File: src/rtl/rtc_regport_pkg.sv
package rtc_regport_pkg;

  localparam int DATA_W = 8;

  // Register locations (7-bit index space)
  localparam int LOC_CTRL_A = 10;
  localparam int LOC_CTRL_B = 11;
  localparam int LOC_STAT_C = 12;
  localparam int LOC_STAT_D = 13;

  // Bit positions that other logic depends on
  localparam int BIT_UIP  = 7;  // control A
  localparam int BIT_SET  = 7;  // control B
  localparam int BIT_UEN  = 4;  // control B, update enable
  localparam int BIT_REQ  = 7;  // status C, request flag
  localparam int FLAG_LO  = 4;  // status C / control B, event field low bit
  localparam int FLAG_HI  = 6;  // status C / control B, event field high bit

  localparam logic [DATA_W-1:0] PWRUP_A   = 8'h26;
  localparam logic [DATA_W-1:0] PWRUP_B   = 8'h02;
  localparam logic [DATA_W-1:0] STAT_D_RO = 8'h80;
  localparam logic [DATA_W-1:0] SYSRST_B_CLR = 8'h68;  // periodic, alarm, square-wave enables

  typedef struct packed {
    logic idxWr;
    logic memWr;
    logic aWr;
    logic bWr;
    logic cRd;
  } strobe_t;

endpackage

File: src/rtl/rtc_regport_ctrl.sv
module rtc_regport_ctrl
  import rtc_regport_pkg::*;
#(
  parameter int IDX_W = 7
) (
  input  logic              clk,
  input  logic              rstN,
  input  logic              busSel,
  input  logic              busAddr,
  input  logic              busWr,
  input  logic [DATA_W-1:0] busWdata,
  output logic [IDX_W-1:0]  idx,
  output strobe_t           strb
);

  logic [IDX_W-1:0] idxReg;
  logic dataAcc, hitA, hitB, hitC, hitD, hitSpecial;

  assign dataAcc    = busSel && busAddr;
  assign hitA       = (idxReg == IDX_W'(LOC_CTRL_A));
  assign hitB       = (idxReg == IDX_W'(LOC_CTRL_B));
  assign hitC       = (idxReg == IDX_W'(LOC_STAT_C));
  assign hitD       = (idxReg == IDX_W'(LOC_STAT_D));
  assign hitSpecial = hitA || hitB || hitC || hitD;

  always_comb begin
    strb       = '0;
    strb.idxWr = busSel && !busAddr && busWr;
    strb.aWr   = dataAcc && busWr && hitA;
    strb.bWr   = dataAcc && busWr && hitB;
    strb.memWr = dataAcc && busWr && !hitSpecial;
    strb.cRd   = dataAcc && !busWr && hitC;
  end

  always_ff @(posedge clk or negedge rstN) begin
    if (!rstN) idxReg <= '0;
    else if (strb.idxWr) idxReg <= busWdata[IDX_W-1:0];
  end

  assign idx = idxReg;

  // at most one action per access; writes to C or D raise no strobe
  assert_strobe_onehot_R1: assert property (@(posedge clk) disable iff (!rstN)
    $onehot0({strb.idxWr, strb.memWr, strb.aWr, strb.bWr, strb.cRd}));

endmodule

File: src/rtl/rtc_regport_regs.sv
module rtc_regport_regs
  import rtc_regport_pkg::*;
#(
  parameter int IDX_W = 7
) (
  input  logic              clk,
  input  logic              rstN,
  input  logic              sysReset,
  input  strobe_t           strb,
  input  logic [IDX_W-1:0]  idx,
  input  logic              busAddr,
  input  logic [DATA_W-1:0] busWdata,
  input  logic              evtUpdate,
  input  logic              evtAlarm,
  input  logic              evtPeriodic,
  input  logic              uipSet,
  output logic [DATA_W-1:0] rdata,
  output logic [DATA_W-1:0] aReg,
  output logic [DATA_W-1:0] bReg,
  output logic              irq
);

  localparam int DEPTH  = 1 << IDX_W;
  localparam int NFLAGS = FLAG_HI - FLAG_LO + 1;

  logic [DATA_W-1:0] cReg;
  logic [DATA_W-1:0] mem [DEPTH];
  logic [DATA_W-1:0] aNext, bNext, cNext, cBus, bWrData;
  logic [NFLAGS-1:0] evtVec, freshFlags;
  logic anyEvt;

  assign evtVec = {evtPeriodic, evtAlarm, evtUpdate};
  assign anyEvt = |evtVec;

  always_comb begin
    // set bit forces the update enable off in the stored value
    bWrData = busWdata;
    if (busWdata[BIT_SET]) bWrData[BIT_UEN] = 1'b0;

    // control A: bus owns bits 6:0, bit 7 follows the update cycle
    aNext = aReg;
    if (strb.aWr) aNext[BIT_UIP-1:0] = busWdata[BIT_UIP-1:0];
    if (strb.bWr && busWdata[BIT_SET]) aNext[BIT_UIP] = 1'b0;
    else if (evtUpdate)                aNext[BIT_UIP] = 1'b0;
    else if (uipSet)                   aNext[BIT_UIP] = 1'b1;

    // control B
    bNext = strb.bWr ? bWrData : bReg;

    // status C: bus effect first, events on top
    cBus = strb.cRd ? '0 : cReg;
    if (strb.bWr)
      cBus[BIT_REQ] = |(bWrData[FLAG_HI:FLAG_LO] & cReg[FLAG_HI:FLAG_LO]);

    freshFlags = evtVec & ~cBus[FLAG_HI:FLAG_LO];
    cNext = cBus;
    cNext[FLAG_HI:FLAG_LO] = cBus[FLAG_HI:FLAG_LO] | evtVec;
    if (|(freshFlags & bNext[FLAG_HI:FLAG_LO])) cNext[BIT_REQ] = 1'b1;

    if (sysReset) begin
      bNext = bNext & ~SYSRST_B_CLR;
      cNext = '0;
    end
  end

  always_ff @(posedge clk or negedge rstN) begin
    if (!rstN) begin
      aReg <= PWRUP_A;
      bReg <= PWRUP_B;
      cReg <= '0;
    end else begin
      aReg <= aNext;
      bReg <= bNext;
      cReg <= cNext;
    end
  end

  always_ff @(posedge clk) begin
    if (strb.memWr) mem[idx] <= busWdata;
  end

  always_comb begin
    if (!busAddr) rdata = '1;
    else begin
      case (int'(idx))
        LOC_CTRL_A: rdata = aReg;
        LOC_CTRL_B: rdata = bReg;
        LOC_STAT_C: rdata = cReg;
        LOC_STAT_D: rdata = STAT_D_RO;
        default:    rdata = mem[idx];
      endcase
    end
  end

  assign irq = cReg[BIT_REQ];

  // a read of C with no event pending leaves C empty and the line low
  assert_c_read_clears_R5: assert property (@(posedge clk) disable iff (!rstN)
    (strb.cRd && !anyEvt) |=> (cReg == '0 && !irq));

  // bus writes to A never move the update-in-progress bit
  assert_uip_kept_R4: assert property (@(posedge clk) disable iff (!rstN)
    (strb.aWr && !uipSet && !evtUpdate && !strb.bWr) |=> (aReg[BIT_UIP] == $past(aReg[BIT_UIP])));

  // set bit in a B write leaves update enable and UIP at 0
  assert_set_forces_uen_R8: assert property (@(posedge clk) disable iff (!rstN)
    (strb.bWr && busWdata[BIT_SET]) |=> (!bReg[BIT_UEN] && !aReg[BIT_UIP]));

  // system reset clears the flags and the selected enables
  assert_sysreset_clear_R10: assert property (@(posedge clk) disable iff (!rstN)
    sysReset |=> (cReg == '0 && (bReg & SYSRST_B_CLR) == '0 && !irq));

  // every event leaves its flag set in C
  assert_flag_kept_R6: assert property (@(posedge clk) disable iff (!rstN)
    (anyEvt && !sysReset) |=> ((cReg[FLAG_HI:FLAG_LO] & $past(evtVec)) == $past(evtVec)));

  // the line rises only after an event or a write to B
  assert_irq_cause_R7: assert property (@(posedge clk) disable iff (!rstN)
    $rose(irq) |-> $past(strb.bWr || anyEvt));

endmodule

File: src/rtl/rtc_regport.sv
module rtc_regport
  import rtc_regport_pkg::*;
#(
  parameter int IDX_W = 7
) (
  input  logic       clk,
  input  logic       rstN,
  input  logic       sysReset,
  input  logic       busSel,
  input  logic       busAddr,
  input  logic       busWr,
  input  logic [7:0] busWdata,
  output logic [7:0] busRdata,
  input  logic       evtUpdate,
  input  logic       evtAlarm,
  input  logic       evtPeriodic,
  input  logic       uipSet,
  output logic [7:0] ctrlA,
  output logic [7:0] ctrlB,
  output logic       irqOut
);

  logic [IDX_W-1:0] idx;
  strobe_t          strb;

  rtc_regport_ctrl #(.IDX_W(IDX_W)) uCtrl (
    .clk      (clk),
    .rstN     (rstN),
    .busSel   (busSel),
    .busAddr  (busAddr),
    .busWr    (busWr),
    .busWdata (busWdata),
    .idx      (idx),
    .strb     (strb)
  );

  rtc_regport_regs #(.IDX_W(IDX_W)) uRegs (
    .clk         (clk),
    .rstN        (rstN),
    .sysReset    (sysReset),
    .strb        (strb),
    .idx         (idx),
    .busAddr     (busAddr),
    .busWdata    (busWdata),
    .evtUpdate   (evtUpdate),
    .evtAlarm    (evtAlarm),
    .evtPeriodic (evtPeriodic),
    .uipSet      (uipSet),
    .rdata       (busRdata),
    .aReg        (ctrlA),
    .bReg        (ctrlB),
    .irq         (irqOut)
  );

endmodule

File: config.mk
export PLATFORM = sky130hd
export DESIGN_NAME = rtc_regport
export DESIGN_NICKNAME = d
export VERILOG_FILES = /design/src/rtl/rtc_regport_pkg.sv /design/src/rtl/rtc_regport_ctrl.sv /design/src/rtl/rtc_regport_regs.sv /design/src/rtl/rtc_regport.sv
export SDC_FILE = /design/constraint.sdc
export NUM_CORES = 1
export LEC_CHECK = 0
export BUFFER_PORTS_ARGS = -buffer_cell sky130_fd_sc_hd__buf_4
export CAP_MARGIN = 0
export CORE_AREA = 2 2 346 348
export DETAILED_ROUTE_END_ITERATION = 8
export DIE_AREA = 0 0 348 350
export GPL_TIMING_DRIVEN = 1
export PLACE_DENSITY = 0.54
export REMOVE_ABC_BUFFERS = 1
export SYNTH_ARGS = -nofsm -noshare
export SYNTH_HDL_FRONTEND = slang
export SYNTH_SLANG_ARGS = --single-unit
File: constraint.sdc
create_clock -name clk -period 4 [get_ports clk]
set_clock_uncertainty 0.05 [all_clocks]
set_input_delay 0.2 -clock clk [delete_from_list [all_inputs] [get_ports clk]]
set_output_delay 0.2 -clock clk [all_outputs]
set_load 0.005 [all_outputs]
==> results of run 1 <==
timing repair:
item	in CTS	in global routing
hold buffers	10	0
resized for setup	68	68
hold endpoints to repair	135	0
gates cloned	8	0
setup buffers	15	2
pin swaps	10	12
endpoints found under the setup margin	8	8
state kept, by name, indices dropped and copies added, names as in the netlist:
name and cells:
uCtrl.idx 7, uRegs.mem 1024, uRegs.bReg 8, uRegs.aReg 8, uRegs.cReg 4
metal layers:
layer	GRT usage [%]	routed length, um
met1	24.4	48200
met2	27.7	50400
met3	4.29	7840
met4	4.81	2320
met5	0	0
logic make-up after synthesis:
group / share of synthesized area [%]
simple gates: 2.12
compound gates: 6.51
buf+inv: 1.61
flops: 76.5
mux: 13.3
other cells: 0.00913
power by group:
part | internal (mW) | switching, mW | total, mW
Combinational | 1.59 | 2.42 | 4.01
Clock | 5.82 | 4.10 | 9.92
Sequential | 12.2 | 0.0782 | 12.2
Total | 19.6 | 6.60 | 26.2
worst max-delay path: stages, from the launching register on:
cell and delay, ns:
dfrtp_4 0.53, buf_12 0.19, bufbuf_16 0.37, mux2i_1 0.21
o22ai_1 0.09, o21ai_0 0.56, a41oi_1 0.30, nor4_2 0.33
o221ai_2 0.23, buf_4 0.20
final cells by class:
class                   instances  share of cell area (%)
multi-input cells            1216                    19.3
repair buffers                278                    5.54
flip-flops and latches       1051                    64.1
clock buffers                 139                    5.94
clock inverters                61                    1.17
well taps                    1536                    3.92
worst max path at each step:
| stage | from | endpoint | depth (start not counted) |
|---|---|---|---|
| after global routing | uCtrl.idx[0] | busRdata[6] | 11 |
| after detailed placement | uCtrl.idx[0] | busRdata[6] | 11 |
| after global placement | uCtrl.idx[0] | busRdata[6] | 11 |
| after CTS | uCtrl.idx[0] | busRdata[4] | 11 |
| after floorplan | uCtrl.idx[0] | uRegs.cReg[7] | 5 |
| final | uCtrl.idx[0] | busRdata[7] | 9 |
cell usage in the layout, fill, tap and decap left out, types with 7 or more instances in the layout:
cell / n
dlygate4sd3_1: 9
a41oi_2: 14
bufinv_16: 11
a41oi_1: 14
bufbuf_16: 7
a21oi_1: 7
dfrtp_1: 20
conb_1: 32
mux2_2: 19
nor2_1: 136
buf_12: 17
edfxtp_1: 1024
clkbuf_1: 25
buf_4: 228
mux2i_1: 520
nand3_1: 8
clkinv_1: 22
clkinv_2: 21
buf_16: 9
o21ai_2: 10
o21ai_1: 55
o22ai_1: 256
clkbuf_16: 111
o21ai_0: 71
nand2_1: 20
metrics by stage:
stage	std cells	instance area, sq um	hold WS (ns)	power (mW)	setup WS [ns]
final	4281	49000	0.0466	26.2	0.0430
after global placement	4047	44600	0.116	16.0	-0.753
after detailed placement	4047	44600	0.119	16.0	-0.566
after global routing	4281	49000	0.0530	27.0	-0.0599
after CTS	4279	48900	0.0217	26.3	-0.0172
after floorplan	2266	40500	-0.146	15.3	-14.70
==> metrics.md, run 1 <==
| Metric | Value |
|---|---|
| Finish-stage setup viols | 0 |
| Critical path arrival | 3.71 ns |
| Largest fanout on the critical path | 25 |
| Setup crit end kind | output pin |
| Clock sinks | 1,051 |
| FP Rows | 126 |
| Die Ht | 350 um |
| R2R cell count | 8 |
| CTS tree | yes |
| Vias in the first global route | 22,567 |
| CTS buffer count | 109 |
| Startpoint types | flop |
| WHS Endpoint | uRegs.mem[110][2] |
| Grt total ovfl | 0 |
| Worst reg2reg endpoint | uRegs.aReg[7] |
| WS Path Type | flop to output pin |
| Initial DRC Count | 2,297 |
| Remaining DRCs | 0 |
| Avg WL per Cell | 25.4 um |
| Hold_sp | busWdata[2] |
| H-tree levels | 3 |
| Area share of the largest cell type after synthesis | 74.8% |
| Antenna violations before repair | 0 |
| Count leader, synth | edfxtp_1 |
| Register area | 0.0314 sq mm |
| Yosys warns | 0 |
| Fmax achieved | 253 MHz |
| Period minus WS final | 3.96 ns |
| Root buffer cell | clkbuf_16 |
| R2R Setup Slk | 0.47 ns |
| Fin. max-slew vios | 0 |
| Layout cells sized above 1 | 18.2% |
| Largest cells by area after synthesis | edfxtp_1 (75%), mux2i_1 (13%), o22ai_1 (3.9%) |
| Flops & latches, synth | 1,051 |
| Vias per cell | 5.29 |
| Worst-margin pin slew | 1.04 ns |
| Relative slew slack | 30.4% |
| Worst skew pair latency | 0.68 ns |
| Global-route wire length before repair | 157 mm |
| Reg clk slew, reported paths | 0.06 ns |
| Filler Cell Count | 10,335 |
| Effective utilization at floorplan | 34.9% |
| Layout area overhead | 19.3% |
| Core footprint | 0.118 sq mm |
| Hold depth | 1 |
| Routed WL | 109 mm |
| Crit share post-route | 98.9% |
| Most frequent cells after synthesis | edfxtp_1 (1,024), mux2i_1 (523), o22ai_1 (256) |
| DPL Wire Length | 66.3 mm |
| Die Width | 348 um |
| Req. time, crit path | 3.75 ns |
| Largest net degree at the start of global routing | 92 |
| Setup TNS Final | 0 ns |
| Static Leakage | 16.8 nW |
| IO Port Bufs | 42 |
| Unrepaired setup endpoints after global routing | yes |
| Dominant cell type by area after synthesis | edfxtp_1 |
| Power per Cell Area | 534 mW/mm^2 |
| Status | finished clean |
| # IOs | 43 |
| Post-synth ARST share | 2.57% |
| Pre-antenna DRT Iters | 5 |
| Seq/Total Area, Yosys | 76.5% |
| GRT Overall Usage | 17.6% |
| Max-Cap Viols | 0 |
| Post-route ant nets | 0 |
| Via count | 22,640 |
| Hold Vio Cnt, Final | 0 |
| Synth cell types | 37 |
| Worst hold path class | input port to flop |
| Antenna cell count | 0 |
| Critical R2R Launch | uCtrl.idx[0] |
| VDD IR max | 0.353 mV |
| Area of the multi-input gates | 0.00948 sq mm |
| GPL Wtd Cong | 0.821 |
| Number of synthesized flops with an enable pin | 1,024 |
| Syn Inst Count | 2,386 |
| Post-Syn Area | 0.0411 sq mm |
| Core Util, Final | 41.6% |
| Syn_area_per_cell | 17.2 sq um |
| Nets | 2,674 |
| Top FF cell, synth | edfxtp_1 |
| Die Area | 0.122 sq mm |
| Clock Path Buffers | 3 |
Power figures use the tool's default switching activity.
==> run 2, diff against run 1 <==
==> constraint.sdc (replaced) <==
create_clock -name clk -period 4.6 [get_ports clk]
set_clock_uncertainty 0.05 [all_clocks]
set_input_delay 0.23 -clock clk [delete_from_list [all_inputs] [get_ports clk]]
set_output_delay 0.23 -clock clk [all_outputs]
set_load 0.005 [all_outputs]
==> metrics.md, run 2 (synthesized netlist as in run 1, its figures left out) <==
| Metric | Value |
|---|---|
| Critical path arrival | 4.15 ns (+0.44 ns) |
| Placed cell count | 3,963 (-2.1%) |
| Crit path buf inv count | 5 (+2) |
| Clock Path Buffers | 3 (unchanged) |
| Req. time, crit path | 4.32 ns (+0.57 ns) |
| Largest net degree at the start of global routing | 102 (+11%) |
| Setup crit end kind | output pin |
| Worst hold slack | 0.0654 ns (+0.0188 ns) |
| Power per Cell Area | 474 mW/mm^2 (-11%) |
| Period minus WS final | 4.43 ns |
| FP Rows | 126 (unchanged) |
| VDD IR max | 0.281 mV (-20%) |
| Remaining DRCs | 0 (unchanged) |
| Status | finished clean |
| CTS tree | yes |
| Nets | 2,572 (-3.8%) |
| CTS buffer count | 110 (+0.92%) |
| Static Leakage | 16.1 nW (-3.9%) |
| Hold Vio Cnt, Final | 0 (unchanged) |
| GPL Wtd Cong | 0.831 (+1.3%) |
| Core Util, Final | 40.6% (-1.0 points) |
| Core footprint | 0.118 sq mm (unchanged) |
| Finish-stage setup viols | 0 (unchanged) |
| Die Width | 348 um (unchanged) |
| Fin cells | 4,185 (-2.2%) |
| Max FFs per register | 1,024 (unchanged) |
| Layout area overhead | 16.4% |
| Top delay family on crit path | compound AO/OA/AOI/OAI gates |
| Worst-margin pin slew | 1.21 ns (+0.164 ns) |
| Startpoint types | flop |
| Final Worst Setup Slack | 0.165 ns (+0.122 ns) |
| Relative slew slack | 19.5% (-11 points) |
| Vias per cell | 5.32 (+0.54%) |
| Max-Cap Viols | 0 (unchanged) |
| Fmax achieved | 225 MHz |
| Antenna cell count | 0 (unchanged) |
| Most frequent CP cell | buf_4 |
| Root buffer cell | clkbuf_16 |
| Initial DRC Count | 2,116 (-7.9%) |
| Slowest-stage cell, CP | nor4_4 |
| Worst hold path class | input port to flop |
| Avg WL per Cell | 25.3 um (-0.48%) |
| Worst skew pair latency | 0.68 ns (about the same) |
| Layout cells sized above 1 | 14.2% (-3.9 points) |
| Clock sinks | 1,051 (unchanged) |
| Pre-antenna DRT Iters | 5 (unchanged) |
| Largest fanout on the critical path | 54 (+120%) |
| Register with the most flip-flops | uRegs.mem |
| Crit share post-route | 96.4% |
| CP peak stage delay | 0.51 ns (-0.05 ns) |
| Fin. max-slew vios | 0 (unchanged) |
| Effective utilization at floorplan | 34.9% (unchanged) |
| GRT Overall Usage | 17.0% (-0.60 points) |
| Vias in the first global route | 22,454 (-0.50%) |
| Most frequent cells in the layout | edfxtp_1 (1,024), mux2i_1 (523), o22ai_1 (256), buf_4 (145), nor2_1 (136) |
| # IOs | 43 (unchanged) |
| Post-Place Setup Slack | 0.426 ns (+0.992 ns) |
| Worst path cell trace | buf_4 > buf_12 > mux2i_1 > o22ai_1 > o21ai_0 > a41oi_1 > nor4_4 > buf_4 > o21ai_0 > buf_4 > buf_4 |
| Most common cell after layout, fill and taps aside | edfxtp_1 |
| Reg clk slew, reported paths | 0.06 ns (about the same) |
| IO Port Bufs | 42 (unchanged) |
| H-tree levels | 3 (unchanged) |
| Largest registers | uRegs.mem x1024, uRegs.aReg x8, uRegs.bReg x8 |
| Die Ht | 350 um (unchanged) |
| DPL Wire Length | 64.8 mm (-2.2%) |
| Post-route ant nets | 0 (unchanged) |
| Unrepaired setup endpoints after global routing | no |
| Via count | 22,252 (-1.7%) |
| Antenna violations before repair | 2 (+2) |
| Routed WL | 106 mm (-2.7%) |
| WS Path Type | flop to output pin |
| Die Area | 0.122 sq mm (unchanged) |
| Global-route wire length before repair | 153 mm (-2.7%) |
| Grt total ovfl | 0 (unchanged) |
run 2: final timing paths:
check,start,slack [ns],cells after the start,endpoint
max,uCtrl.idx[0],0.17,11,busRdata[4]
min,busWdata[5],0.07,1,uRegs.mem[79][5]
min reg2reg,uRegs.bReg[2],0.49,1,uRegs.bReg[2]
min in group asynchronous,rstN,0.49,3,uCtrl.idx[4]
max reg2reg,uCtrl.idx[1],1.35,7,uRegs.mem[109][0]
max in group asynchronous,rstN,2.30,4,uCtrl.idx[0]
run 2: where the power goes:
group	leakage (nW)	switching [mW]	internal, mW	total (mW)
Sequential	9.56	0.0679	10.6	10.7
Combinational	4.74	1.97	1.18	3.15
Clock	1.80	3.63	5.24	8.87
run 2: cell type report:
class	count	area, sq um
clock inverters	53	528
fillers	10443	69900
clock buffers	154	3120
multi-input cells	1217	9230
well taps	1536	1920
flip-flops and latches	1051	31400
repair buffers	174	1580
run 2: worst register-to-register path, cell delays in order (launching register included):
cell	delay, ns
dfrtp_2	0.57
nand2b_4	0.40
buf_12	0.27
a21oi_1	0.12
buf_4	0.26
nand3b_1	0.23
buf_4	0.28
nor2_1	0.69
run 2: layer usage:
metal	global-route usage (%)	wire length, um	up-vias
met2	27.4	49600	727
li1	-	-	9891
met3	3.43	7680	155
met5	0	13	-
met4	4.56	2390	2
met1	23.6	46100	11477
run 2: repair_timing:
item	CTS	global route
pin swaps	2	3
hold endpoints to repair	63	0
resized for setup	7	7
cloned	0	2
hold buffers	10	0
endpoints found under the setup margin	3	4
setup buffers	3	0
run 2: stage by stage:
stage / total power, mW / area, sq um / setup TNS, ns
4_1_cts: 22.8 / 47800 / 0
2_1_floorplan: 13.6 / 40500 / -
6_report: 22.7 / 47800 / 0
5_1_grt: 23.4 / 47800 / 0
3_3_place_gp: 13.9 / 44000 / -0.190
3_5_place_dp: 13.9 / 44000 / 0
==> run 3, diff against run 2 <==
--- a/config.mk
+++ b/config.mk
@@ -5,13 +5,13 @@
 export SDC_FILE = /design/constraint.sdc
 export NUM_CORES = 1
 export LEC_CHECK = 0
-export BUFFER_PORTS_ARGS = -buffer_cell sky130_fd_sc_hd__buf_4
 export CAP_MARGIN = 0
 export CORE_AREA = 2 2 346 348
 export DETAILED_ROUTE_END_ITERATION = 8
 export DIE_AREA = 0 0 348 350
+export DONT_BUFFER_PORTS = 1
 export GPL_TIMING_DRIVEN = 1
-export PLACE_DENSITY = 0.54
+export PLACE_DENSITY_LB_ADDON = 0.2
 export REMOVE_ABC_BUFFERS = 1
 export SYNTH_ARGS = -nofsm -noshare
 export SYNTH_HDL_FRONTEND = slang
==> metrics.md, run 3 (synthesized netlist as in run 1, its figures left out) <==
| Metric | Value |
|---|---|
| Max FFs per register | 1,024 (unchanged) |
| Max-Cap Viols | 0 (unchanged) |
| Relative slew slack | 21.3% (+1.8 points) |
| Avg WL per Cell | 26.4 um (+4.3%) |
| Fin. max-slew vios | 0 (unchanged) |
| Layout cells sized above 1 | 12.6% (-1.6 points) |
| H-tree levels | 3 (unchanged) |
| Die Area | 0.122 sq mm (unchanged) |
| GRT Overall Usage | 17.6% (+0.59 points) |
| Effective utilization at floorplan | 34.9% (unchanged) |
| Worst skew pair latency | 0.68 ns (about the same) |
| Worst-margin pin slew | 1.18 ns (-0.0285 ns) |
| Setup crit end kind | output pin |
| Top delay family on crit path | compound AO/OA/AOI/OAI gates |
| Grt total ovfl | 0 (unchanged) |
| Die Width | 348 um (unchanged) |
| Crit share post-route | 97.6% (+1.2 points) |
| Reg clk slew, reported paths | 0.06 ns (about the same) |
| Slowest-stage cell, CP | dfrtp_4 |
| Unrepaired setup endpoints after global routing | yes |
| Root buffer cell | clkbuf_16 |
| Vias per cell | 5.33 (+0.30%) |
| Period minus WS final | 4.49 ns (+0.0531 ns) |
| Global-route wire length before repair | 157 mm (+2.5%) |
| Register with the most flip-flops | uRegs.mem |
| Most common cell after layout, fill and taps aside | edfxtp_1 |
| CTS buffer count | 110 (unchanged) |
| Seq pwr share | 47.1% (about the same) |
| Worst hold slack | -0.00342 ns (-0.0689 ns) |
| Clock Path Buffers | 3 (unchanged) |
| Core footprint | 0.118 sq mm (unchanged) |
| Final Power | 22.6 mW (-0.19%) |
| VDD IR max | 0.362 mV (+29%) |
| Nets | 2,534 (-1.5%) |
| Failing checks | hold timing |
| Most frequent cells in the layout | edfxtp_1 (1,024), mux2i_1 (523), o22ai_1 (256), nor2_1 (136), o21ai_0 (135) |
| Largest registers | uRegs.mem x1024, uRegs.aReg x8, uRegs.bReg x8 |
| Combinational group share of total power | 13.6% (-0.3 points) |
| FP Rows | 126 (unchanged) |
| IO Port Bufs | 0 (-100%) |
| Routed WL | 109 mm (+3.4%) |
| WS Path Type | flop to output pin |
| CTS tree | yes |
| CP peak stage delay | 0.77 ns (+0.26 ns) |
| Vias in the first global route | 22,154 (-1.3%) |
| Remaining DRCs | 0 (unchanged) |
| Hold Vio Cnt, Final | 2 (+2) |
| Worst path cell trace | buf_4 > mux2i_1 > o22ai_1 > o21ai_0 > a41oi_1 > nor4_2 > buf_4 > o21ai_0 |
| Worst hold path class | input port to flop |
| DP Area | 0.0435 sq mm (-1.0%) |
| Largest fanout on the critical path | 27 (-50%) |
| Antenna violations before repair | 2 (unchanged) |
| Post-Place Setup Slack | 0.623 ns (+0.197 ns) |
| Internal | 16.9 mW (-0.44%) |
| DPL Wire Length | 63.9 mm (-1.4%) |
| Critical path arrival | 4.21 ns (+0.06 ns) |
| Crit path buf inv count | 2 (-3) |
| Final Worst Setup Slack | 0.112 ns (-0.0531 ns) |
| Via count | 22,111 (-0.63%) |
| Req. time, crit path | 4.32 ns (about the same) |
| Psw | 5.71 mW (+0.56%) |
| Startpoint types | flop |
| Filler Cell Count | 10,387 (-0.54%) |
| # IOs | 43 (unchanged) |
| Pre-antenna DRT Iters | 7 (+2) |
| Static Leakage | 15.9 nW (-1.1%) |
| Clock sinks | 1,051 (unchanged) |
| Sw Ratio | 25.2% (+0.19 points) |
| Initial DRC Count | 2,126 (+0.47%) |
| Largest net degree at the start of global routing | 132 (+29%) |
| Post-route ant nets | 0 (unchanged) |
| Finish-stage setup viols | 0 (unchanged) |
| Die Ht | 350 um (unchanged) |
| Final instance area | 0.0476 sq mm (-0.41%) |
| Status | complete, but fails checks |
| Clock power frac | 39.3% (+0.2 points) |
| Layout area overhead | 15.9% |
| GPL Wtd Cong | 0.811 (-2.5%) |
| Power per Cell Area | 475 mW/mm^2 (+0.22%) |
| Fmax achieved | 223 MHz (-1.2%) |
[run 3: cell types whose count changed in the layout (fill, tap and decap cells not counted), moves of 4 or more]
cell,delta
clkbuf_8,-9
clkinv_1,+6
clkinv_4,-4
buf_16,+7
buf_4,-49
clkinvlp_4,+5
o21ai_0,+4
clkbuf_1,-4
o21ai_1,-4
[run 3: through the flow]
step,TNS [ns],std cells,utilization [%],hold WS [ns]
finish,0,4146,40.4,-0.00342
global route,-0.00319,4146,40.4,0.000902
CTS,0,4140,40.4,0.00273
detailed placement,0,3912,36.9,-0.115
global placement,0,3912,36.9,-0.115
floorplan,-,2266,-,-0.116
[run 3: power by group through the flow]
| stage | sequential [mW] | combinational [mW] | clock (mW) |
|---|---|---|---|
| after floorplan | 11.1 | 2.49 | 0 |
| after global placement | 10.9 | 2.79 | 0 |
| after detailed placement | 10.9 | 2.81 | 0 |
| after CTS | 10.7 | 3.04 | 9.05 |
| after global routing | 10.7 | 3.25 | 9.42 |
| final | 10.7 | 3.08 | 8.88 |
[run 3: worst paths after layout]
| check | end | cells past startpoint | slack [ns] | from |
|---|---|---|---|---|
| max | busRdata[5] | 8 | 0.11 | uCtrl.idx[0] |
| min | uRegs.mem[6][1] | 1 | -0.003 | busWdata[1] |
| max reg2reg | uRegs.cReg[7] | 8 | 0.82 | uCtrl.idx[0] |
| min reg2reg | uRegs.aReg[0] | 1 | 0.53 | uRegs.aReg[0] |
| max in group asynchronous | uRegs.aReg[4] | 3 | 4.15 | rstN |
| min in group asynchronous | uRegs.aReg[5] | 2 | 0.15 | rstN |
[run 3: repair_timing]
action,in CTS,in global routing
setup buffers,0,3
resized for setup,4,3
hold buffers,23,0
pin swaps,0,1
hold endpoints to repair,1078,0
gates cloned,0,2
endpoints found under the setup margin,4,4
[run 3: cell type report]
| cell class | count | area [sq um] | area share [%] |
|---|---|---|---|
| Timing Repair Buffer | 136 | 1440 | 3.03 |
| Tap cell | 1536 | 1920 | 4.04 |
| Multi-Input combinational cell | 1217 | 9200 | 19.3 |
| Clock buffer | 141 | 2980 | 6.27 |
| Clock inverter | 64 | 639 | 1.34 |
| Sequential cell | 1051 | 31400 | 66.0 |
| Antenna cell | 1 | 2.50 | 0.00525 |
[run 3: layer usage]
layer | vias to the layer above | wire, um | GRT usage [%]
met4 | 0 | 2530 | 4.76
met1 | 11366 | 50000 | 25.4
met2 | 756 | 48800 | 27.0
met3 | 158 | 7980 | 3.72
met5 | - | 0 | 0
li1 | 9831 | - | -
